$ cat src/rtl/svc_pkg.sv
package svc_pkg;
  typedef enum logic [2:0] {
    ST_IDLE, ST_CMD, ST_PWD, ST_POLL, ST_WDATA, ST_RDATA
  } state_t;

  typedef enum logic [1:0] {
    OP_WRITE, OP_READ, OP_SET_WPW, OP_SET_RPW
  } op_t;

  localparam logic [7:0] CMD_SET_WPW = 8'hFC;
  localparam logic [7:0] CMD_SET_RPW = 8'hFE;
  localparam logic [7:0] CMD_POLL    = 8'h55;
  localparam logic [2:0] CMD_SEC_TAG = 3'b100;
  localparam int         SEC_FIELD_W = 4;
endpackage

$ cat src/rtl/svc_cmd_decode.sv
module svc_cmd_decode
  import svc_pkg::*;
#(
  parameter int SECTORS = 14
) (
  input  logic [7:0]             cmd_i,
  output logic                   legal_o,
  output op_t                    op_o,
  output logic [SEC_FIELD_W-1:0] sector_o
);
  always_comb begin
    legal_o  = 1'b0;
    op_o     = OP_WRITE;
    sector_o = cmd_i[4:1];
    if (cmd_i[7:5] == CMD_SEC_TAG) begin
      legal_o = (int'(cmd_i[4:1]) < SECTORS);
      op_o    = cmd_i[0] ? OP_READ : OP_WRITE;
    end else if (cmd_i == CMD_SET_WPW) begin
      legal_o  = 1'b1;
      op_o     = OP_SET_WPW;
      sector_o = '0;
    end else if (cmd_i == CMD_SET_RPW) begin
      legal_o  = 1'b1;
      op_o     = OP_SET_RPW;
      sector_o = '0;
    end
  end

  // sector codes at or beyond SECTORS never decode as legal
  always_comb begin
    if (cmd_i[7:5] == CMD_SEC_TAG && int'(cmd_i[4:1]) >= SECTORS)
      a_bad_sector_r2: assert (!legal_o);
  end
endmodule

$ cat src/rtl/svc_pw_verify.sv
module svc_pw_verify #(
  parameter int PW_BYTES = 8
) (
  input  logic                  clk,
  input  logic                  rst_n,
  input  logic                  clr_i,
  input  logic                  shift_i,
  input  logic [7:0]            byte_i,
  input  logic                  use_rd_i,
  input  logic                  set_i,
  input  logic                  set_rd_i,
  input  logic [PW_BYTES*8-1:0] set_val_i,
  output logic                  match_o
);
  localparam int PW_W = PW_BYTES * 8;

  logic [PW_W-1:0] rd_pw_q, wr_pw_q, entry_q;

  always_ff @(posedge clk or negedge rst_n) begin
    if (!rst_n) begin
      rd_pw_q <= '0;
      wr_pw_q <= '0;
      entry_q <= '0;
    end else begin
      if (clr_i)        entry_q <= '0;
      else if (shift_i) entry_q <= {entry_q[PW_W-9:0], byte_i};
      if (set_i) begin
        if (set_rd_i) rd_pw_q <= set_val_i;
        else          wr_pw_q <= set_val_i;
      end
    end
  end

  assign match_o = (entry_q == (use_rd_i ? rd_pw_q : wr_pw_q));

  // stored passwords only move on a commit
  p_pw_hold_r11: assert property (@(posedge clk) disable iff (!rst_n)
    !set_i |=> ($stable(rd_pw_q) && $stable(wr_pw_q)));
endmodule

$ cat src/rtl/svc_sector_store.sv
module svc_sector_store #(
  parameter int SECTORS      = 14,
  parameter int SECTOR_BYTES = 8,
  parameter int SEC_W        = 4,
  localparam int DEPTH       = SECTORS * SECTOR_BYTES,
  localparam int AW          = $clog2(DEPTH),
  localparam int LINE_W      = SECTOR_BYTES * 8
) (
  input  logic              clk,
  input  logic              rst_n,
  input  logic              we_i,
  input  logic [SEC_W-1:0]  wsec_i,
  input  logic [LINE_W-1:0] wline_i,
  input  logic [AW-1:0]     raddr_i,
  output logic [7:0]        rdata_o
);
  logic [7:0] mem_q [DEPTH];

  for (genvar g = 0; g < DEPTH; g++) begin : g_cell
    localparam int SEC = g / SECTOR_BYTES;
    localparam int OFF = g % SECTOR_BYTES;
    always_ff @(posedge clk or negedge rst_n) begin
      if (!rst_n)
        mem_q[g] <= '0;
      else if (we_i && int'(wsec_i) == SEC)
        mem_q[g] <= wline_i[LINE_W-1-8*OFF -: 8];
    end
  end

  assign rdata_o = mem_q[raddr_i];

  // a commit only ever targets an existing sector
  p_sector_range_r5: assert property (@(posedge clk) disable iff (!rst_n)
    we_i |-> (int'(wsec_i) < SECTORS));
endmodule

$ cat src/rtl/sector_vault_ctrl.sv
module sector_vault_ctrl
  import svc_pkg::*;
#(
  parameter int SECTORS      = 14,
  parameter int SECTOR_BYTES = 8,
  parameter int BUSY_CYCLES  = 40
) (
  input  logic       clk,
  input  logic       rst_n,
  input  logic       start_i,
  input  logic       stop_i,
  input  logic       rx_valid_i,
  input  logic [7:0] rx_data_i,
  output logic       ack_valid_o,
  output logic       ack_o,
  output logic       tx_valid_o,
  output logic [7:0] tx_data_o,
  input  logic       tx_ready_i,
  input  logic       rd_end_i,
  output logic       busy_o
);
  localparam int DEPTH  = SECTORS * SECTOR_BYTES;
  localparam int AW     = $clog2(DEPTH);
  localparam int LINE_W = SECTOR_BYTES * 8;
  localparam int CNT_W  = $clog2(SECTOR_BYTES + 2);
  localparam int BW     = $clog2(BUSY_CYCLES + 1);
  localparam logic [AW-1:0]    LAST_ADDR = AW'(DEPTH - 1);
  localparam logic [CNT_W-1:0] FULL_CNT  = CNT_W'(SECTOR_BYTES);

  state_t                 state_q;
  op_t                    op_q, dec_op;
  logic [SEC_FIELD_W-1:0] sec_q, dec_sec;
  logic                   dec_legal;
  logic [CNT_W-1:0]       cnt_q;
  logic [LINE_W-1:0]      line_q;
  logic [AW-1:0]          rd_addr_q;
  logic [BW-1:0]          busy_q;
  logic                   pend_q;
  logic                   ack_v_q, ack_q;
  logic                   pw_match, commit_now, store_we, pw_set;
  logic [7:0]             rd_byte;

  svc_cmd_decode #(.SECTORS(SECTORS)) u_decode (
    .cmd_i(rx_data_i), .legal_o(dec_legal), .op_o(dec_op), .sector_o(dec_sec)
  );

  assign commit_now = pend_q && (busy_q == BW'(1));
  assign store_we   = commit_now && (op_q == OP_WRITE);
  assign pw_set     = commit_now && (op_q == OP_SET_WPW || op_q == OP_SET_RPW);

  svc_pw_verify #(.PW_BYTES(SECTOR_BYTES)) u_pw (
    .clk(clk), .rst_n(rst_n),
    .clr_i(state_q == ST_CMD),
    .shift_i(state_q == ST_PWD && rx_valid_i && !stop_i && !start_i),
    .byte_i(rx_data_i),
    .use_rd_i(op_q == OP_READ),
    .set_i(pw_set),
    .set_rd_i(op_q == OP_SET_RPW),
    .set_val_i(line_q),
    .match_o(pw_match)
  );

  svc_sector_store #(.SECTORS(SECTORS), .SECTOR_BYTES(SECTOR_BYTES), .SEC_W(SEC_FIELD_W)) u_store (
    .clk(clk), .rst_n(rst_n), .we_i(store_we), .wsec_i(sec_q),
    .wline_i(line_q), .raddr_i(rd_addr_q), .rdata_o(rd_byte)
  );

  always_ff @(posedge clk or negedge rst_n) begin
    if (!rst_n) begin
      state_q   <= ST_IDLE;
      op_q      <= OP_WRITE;
      sec_q     <= '0;
      cnt_q     <= '0;
      line_q    <= '0;
      rd_addr_q <= '0;
      busy_q    <= '0;
      pend_q    <= 1'b0;
      ack_v_q   <= 1'b0;
      ack_q     <= 1'b0;
    end else begin
      ack_v_q <= 1'b0;
      ack_q   <= 1'b0;
      if (busy_q != '0) busy_q <= busy_q - BW'(1);
      if (commit_now) pend_q <= 1'b0;
      case (state_q)
        ST_IDLE: if (start_i) state_q <= ST_CMD;
        ST_CMD: begin
          if (stop_i) state_q <= ST_IDLE;
          else if (rx_valid_i) begin
            ack_v_q <= 1'b1;
            if (busy_q == '0 && dec_legal) begin
              ack_q   <= 1'b1;
              op_q    <= dec_op;
              sec_q   <= dec_sec;
              cnt_q   <= '0;
              state_q <= ST_PWD;
            end else begin
              state_q <= ST_IDLE;
            end
          end
        end
        ST_PWD: begin
          if (stop_i) state_q <= ST_IDLE;
          else if (start_i) state_q <= ST_CMD;
          else if (rx_valid_i) begin
            ack_v_q <= 1'b1;
            ack_q   <= 1'b1;
            cnt_q   <= cnt_q + CNT_W'(1);
            if (cnt_q == FULL_CNT - CNT_W'(1)) begin
              state_q <= ST_POLL;
              busy_q  <= BW'(BUSY_CYCLES);
              cnt_q   <= '0;
            end
          end
        end
        ST_POLL: begin
          if (stop_i) state_q <= ST_IDLE;
          else if (rx_valid_i) begin
            ack_v_q <= 1'b1;
            if (rx_data_i == CMD_POLL && busy_q != '0) begin
              state_q <= ST_POLL;
            end else if (rx_data_i == CMD_POLL && pw_match) begin
              ack_q <= 1'b1;
              cnt_q <= '0;
              if (op_q == OP_READ) begin
                state_q   <= ST_RDATA;
                rd_addr_q <= AW'(int'(sec_q) * SECTOR_BYTES);
              end else begin
                state_q <= ST_WDATA;
              end
            end else begin
              state_q <= ST_IDLE;
            end
          end
        end
        ST_WDATA: begin
          if (stop_i) begin
            state_q <= ST_IDLE;
            if (cnt_q == FULL_CNT) begin
              busy_q <= BW'(BUSY_CYCLES);
              pend_q <= 1'b1;
            end
          end else if (start_i) begin
            state_q <= ST_CMD;
          end else if (rx_valid_i) begin
            ack_v_q <= 1'b1;
            if (cnt_q < FULL_CNT) begin
              ack_q  <= 1'b1;
              line_q <= {line_q[LINE_W-9:0], rx_data_i};
            end
            if (cnt_q <= FULL_CNT) cnt_q <= cnt_q + CNT_W'(1);
          end
        end
        ST_RDATA: begin
          if (rd_end_i) state_q <= ST_IDLE;
          else if (tx_ready_i)
            rd_addr_q <= (rd_addr_q == LAST_ADDR) ? '0 : rd_addr_q + AW'(1);
        end
        default: state_q <= ST_IDLE;
      endcase
    end
  end

  assign ack_valid_o = ack_v_q;
  assign ack_o       = ack_q;
  assign tx_valid_o  = (state_q == ST_RDATA);
  assign tx_data_o   = rd_byte;
  assign busy_o      = (busy_q != '0);

  // an answer only ever follows a received byte
  p_ack_follows_byte_r13: assert property (@(posedge clk) disable iff (!rst_n)
    ack_valid_o |-> $past(rx_valid_i));

  // command bytes during a busy interval are refused
  p_busy_nack_r7: assert property (@(posedge clk) disable iff (!rst_n)
    (state_q == ST_CMD && rx_valid_i && !stop_i && busy_o) |=> (ack_valid_o && !ack_o));

  // data bytes past the eighth are refused
  p_overrun_nack_r6: assert property (@(posedge clk) disable iff (!rst_n)
    (state_q == ST_WDATA && rx_valid_i && !stop_i && !start_i && cnt_q >= FULL_CNT)
      |=> (ack_valid_o && !ack_o));

  // the read address wraps from the last byte to byte 0
  p_wrap_r8: assert property (@(posedge clk) disable iff (!rst_n)
    (tx_valid_o && tx_ready_i && !rd_end_i && rd_addr_q == LAST_ADDR) |=> (rd_addr_q == '0));

  // only the read-end strobe leaves the read state
  p_read_holds_r10: assert property (@(posedge clk) disable iff (!rst_n)
    (tx_valid_o && !rd_end_i) |=> tx_valid_o);

  // commits land only inside a busy interval
  p_commit_in_busy_r5: assert property (@(posedge clk) disable iff (!rst_n)
    (store_we || pw_set) |-> busy_o);
endmodule

$ cat config.mk
export PLATFORM = sky130hd
export DESIGN_NAME = sector_vault_ctrl
export DESIGN_NICKNAME = d
export VERILOG_FILES = /design/src/rtl/svc_pkg.sv /design/src/rtl/svc_cmd_decode.sv /design/src/rtl/svc_pw_verify.sv /design/src/rtl/svc_sector_store.sv /design/src/rtl/sector_vault_ctrl.sv
export SDC_FILE = /design/constraint.sdc
export NUM_CORES = 2
export LEC_CHECK = 0
export BUFFER_PORTS_ARGS = -buffer_cell sky130_fd_sc_hd__buf_4
export CAP_MARGIN = 30
export CORE_MARGIN = 1
export CORE_UTILIZATION = 30
export CTS_CLUSTER_SIZE = 25
export DETAILED_ROUTE_END_ITERATION = 8
export PLACE_DENSITY = 0.4
export SLEW_MARGIN = 20
export SYNTH_ARGS = -nofsm -noshare
export SYNTH_HDL_FRONTEND = slang
export SYNTH_HIERARCHICAL = 1
export SYNTH_SLANG_ARGS = --single-unit
$ cat constraint.sdc
create_clock -name clk -period 4.3 [get_ports clk]
set_clock_uncertainty 0.05 [all_clocks]
set_input_delay 0.43 -clock clk [delete_from_list [all_inputs] [get_ports clk]]
set_output_delay 0.43 -clock clk [all_outputs]
set_load 0.02 [all_outputs]
==> results by group <==
Status
  – Run status: finished clean

Timing
  – Final hold violation count: 0
  – Unrepaired setup endpoints after global routing: no
  – Max-slew violation count: 0
  – Max_slew headroom: 31.8%
  – Fin Hold WS: 0.0756 ns
  – Final period util: 96.9%
  – Min Tclk post-route: 4.17 ns
  – Fmax: 240 MHz
  – Setup TNS: 0 ns
  – Final setup fails: 0
  – Worst setup margin: 0.134 ns
  – Worst slew pin tran: 1.02 ns

Logic synthesis
  – Synthesized net count: 3,585
  – Netlist Area Pre-Place: 0.0539 mm^2
  – Post-synth EDFFs: 0
  – Synth Warn #: 6
  – Synth area leaders: dfrtp_1 (55%), mux2_2 (22%), mux4_2 (7.8%)
  – Ys flop type: dfrtp_1
  – Post-synthesis sequential area ratio: 54.9%
  – Synth top area share: 54.9%
  – Yosys cell types: 73
  – Yosys reg bits: 1,181
  – Mean Syn Cell Area: 15.1 um^2
  – Async set-reset flop share out of synthesis: 100%
  – Post-Synthesis Cells: 3,565
  – Cell taking the most area after synthesis: dfrtp_1

Drt
  – Highest Signal Layer: met4
  – Via count of the routed design: 30,700
  – DRT Pass-1 Iters: 5
  – Final ANT Viol Nets: 0
  – Drt wl/cell: 27.4 um
  – Final wirelength: 168,000 um
  – Drt initial violations: 1,545
  – Residual DRC count: 0
  – Metal-1 WL: 81,100 um
  – Met2 wire len: 80,100 um
  – Met3 wire len: 4210 um
  – Mean number of vias per cell: 5.00

Floorplanning
  – I/O pin count: 27
  – DIE AREA: 0.181 mm^2
  – Row cnt: 155
  – Initial core utilization: 30.2%
  – Core ar.: 0.178 mm^2
  – Die height: 426 um
  – Chip width: 426 um

Layout
  – Final-layout fill cell count: 17,200
  – Util after Layout: 35.4%
  – Area of the multi-input gates: 0.0230 mm^2
  – Most common cell after layout, fill and taps aside: dfrtp_1
  – Area growth syn-to-layout: 17.2%
  – Nets: 3,697
  – Register area: 0.0296 mm^2
  – Share of layout cells above drive strength 1: 47.2%
  – Commonest non-fill, non-tap cells in the layout: dfrtp_1 (1,173), mux2_2 (1,055), mux2i_1 (246), mux4_2 (186), buf_4 (158)

Clock network
  – Htree depth: 4
  – CTS tree: built
  – Clock buffer depth: 3
  – Clk_lat worst skew: 0.80 ns
  – Sink Count: 1,181
  – Clk slew on worst S/H paths: 0.06 ns
  – Total CTS buffers: 146
  – Clock Tree Root: clkbuf_16

Pwr
  – Seq pwr share: 47.0%
  – Leak: 0.0291 uW
  – VDD IR max: 0.408 mV
  – Net Sw Power: 5540 uW
  – Int Pwr: 18,200 uW
  – Clock share of power: 50.6%
  – Share of total power in combinational logic: 2.4%
  – Switching part of the total power: 23.3%
  – Pwr dens: 377 mW/mm^2

Global routing
  – Initial antenna violation count: 7
  – GRT Util Overall: 18.9%
  – Total gr overflow: 0
  – Pin count of the biggest net entering global routing: 161
  – Vias in the first global route: 33,500
  – First-pass GRT wire length: 250,000 um

Critical path
  – Startpoint types: flop
  – Worst Path Class, Setup: flop to output port
  – Worst reg-to-reg setup slack: 0.14 ns
  – Critical Path Sink Type: output port
  – Worst Path Max Fanout: 10
  – Arrival time worst endpoint: 3.69 ns
  – CP required: 3.82 ns

Place
  – RePlAce Congestion: 0.725
  – DP HPWL: 108,000 um
  – PortBufs: 26
  – Post-place setup slack: 0.0267 ns

Job
  – Max-cap violation count: 0

Hold path
  – Worst Hold Class: input port to flop
==> Yosys cell counts, types with 8 or more instances <==
| cell | count |
|---|---|
| nor2b_1 | 21 |
| mux2i_1 | 246 |
| o21ai_1 | 8 |
| nor3_1 | 14 |
| a31oi_1 | 18 |
| mux2_4 | 50 |
| a21oi_1 | 22 |
| a22oi_1 | 49 |
| xnor2_1 | 65 |
| a211oi_1 | 12 |
| buf_6 | 25 |
| o22ai_1 | 14 |
| buf_2 | 62 |
| clkbuf_1 | 170 |
| o21ai_0 | 17 |
| inv_1 | 17 |
| nand3_1 | 12 |
| buf_4 | 24 |
| mux2_2 | 1055 |
| nor4_1 | 18 |
| nand2b_1 | 11 |
| o221ai_1 | 9 |
| nand3b_1 | 11 |
| nand2_1 | 38 |
| dfrtp_1 | 1181 |
| mux4_2 | 186 |
| nor2_1 | 93 |
| a2111oi_0 | 11 |
==> state kept, by name (all words and copies together), names as in the netlist <==
signal,flops
ack_o,1
ack_valid_o,1
busy_q,6
cnt_q,4
line_q,64
op_q,2
pend_q,1
rd_addr_q,7
sec_q,4
state_q,3
u_pw/entry_q,64
u_pw/rd_pw_q,64
u_pw/wr_pw_q,64
u_store/mem_q,896
==> critical path, stage by stage (launching register included) <==
cell and delay (ns):
dfrtp_4 0.54, buf_12 0.18, buf_12 0.16, buf_4 0.20, mux4_2 0.36, mux2_2 0.20, nand2_1 0.08, a2111oi_0 0.54
o32a_1 0.42, buf_4 0.20
==> final timing paths <==
check | end | cells past startpoint | from
max | tx_data_o[6] | 9 | rd_addr_q[0]
min | cnt_q[2] | 4 | start_i
max reg2reg | rd_addr_q[6] | 12 | op_q[1]
min reg2reg | u_store/mem_q[749] | 1 | u_store/mem_q[749]
max in group asynchronous | u_store/mem_q[99] | 3 | rst_n
min in group asynchronous | u_store/mem_q[90] | 2 | rst_n
==> through the flow <==
stage / cells / total power, uW / cell area, um^2
after floorplan: 3565 / 11600 / 53900
after global placement: 5828 / 12000 / 57500
after detailed placement: 5856 / 12000 / 58100
after CTS: 6139 / 24200 / 63000
after global routing: 6143 / 24700 / 63100
final: 6145 / 23800 / 63100
==> metal layers <==
metal  global-route usage (%)  vias to the layer above
li1                         -                    13400
met1                     26.9                    16800
met2                     30.7                      356
met3                     2.51                      170
met4                     4.19                        0
met5                        0                        -
==> kinds of logic after synthesis <==
logic type      count (synthesis)  share of synthesized area, %
mux                          1538                          35.8
flops                        1181                          54.9
buf+inv                       303                          2.79
simple gates                  271                          2.66
compound gates                199                          2.64
xor+xnor                       68                          1.11
fa+ha+maj                       5                         0.116
==> power by group through the flow <==
stage               Clock (uW)  Combinational [uW]  Sequential, uW
floorplan                    0                 209           11400
global placement             0                 583           11400
detailed placement           0                 583           11400
CTS                      12500                 593           11200
global route             12900                 648           11200
finish                   12000                 565           11200
==> layout make-up <==
cell class                 instances  area share, %
sequential                      1181           46.9
antenna                            3         0.0119
tap                             2355           4.67
timing repair buffer             248           4.56
inverter                          19          0.113
clock inverter                    32          0.529
multi-input combinational       2081           36.4
clock buffer                     226           6.84
==> what timing repair did <==
| item | in CTS | in global routing |
|---|---|---|
| hold buffers | 13 | 0 |
| setup endpoints to repair | 8 | 11 |
| buffers inserted | 12 | 0 |
| endpoints found under the hold margin | 206 | 0 |
| gates resized for setup | 3 | 4 |
Note: power is estimated with default switching activity, not from simulation.
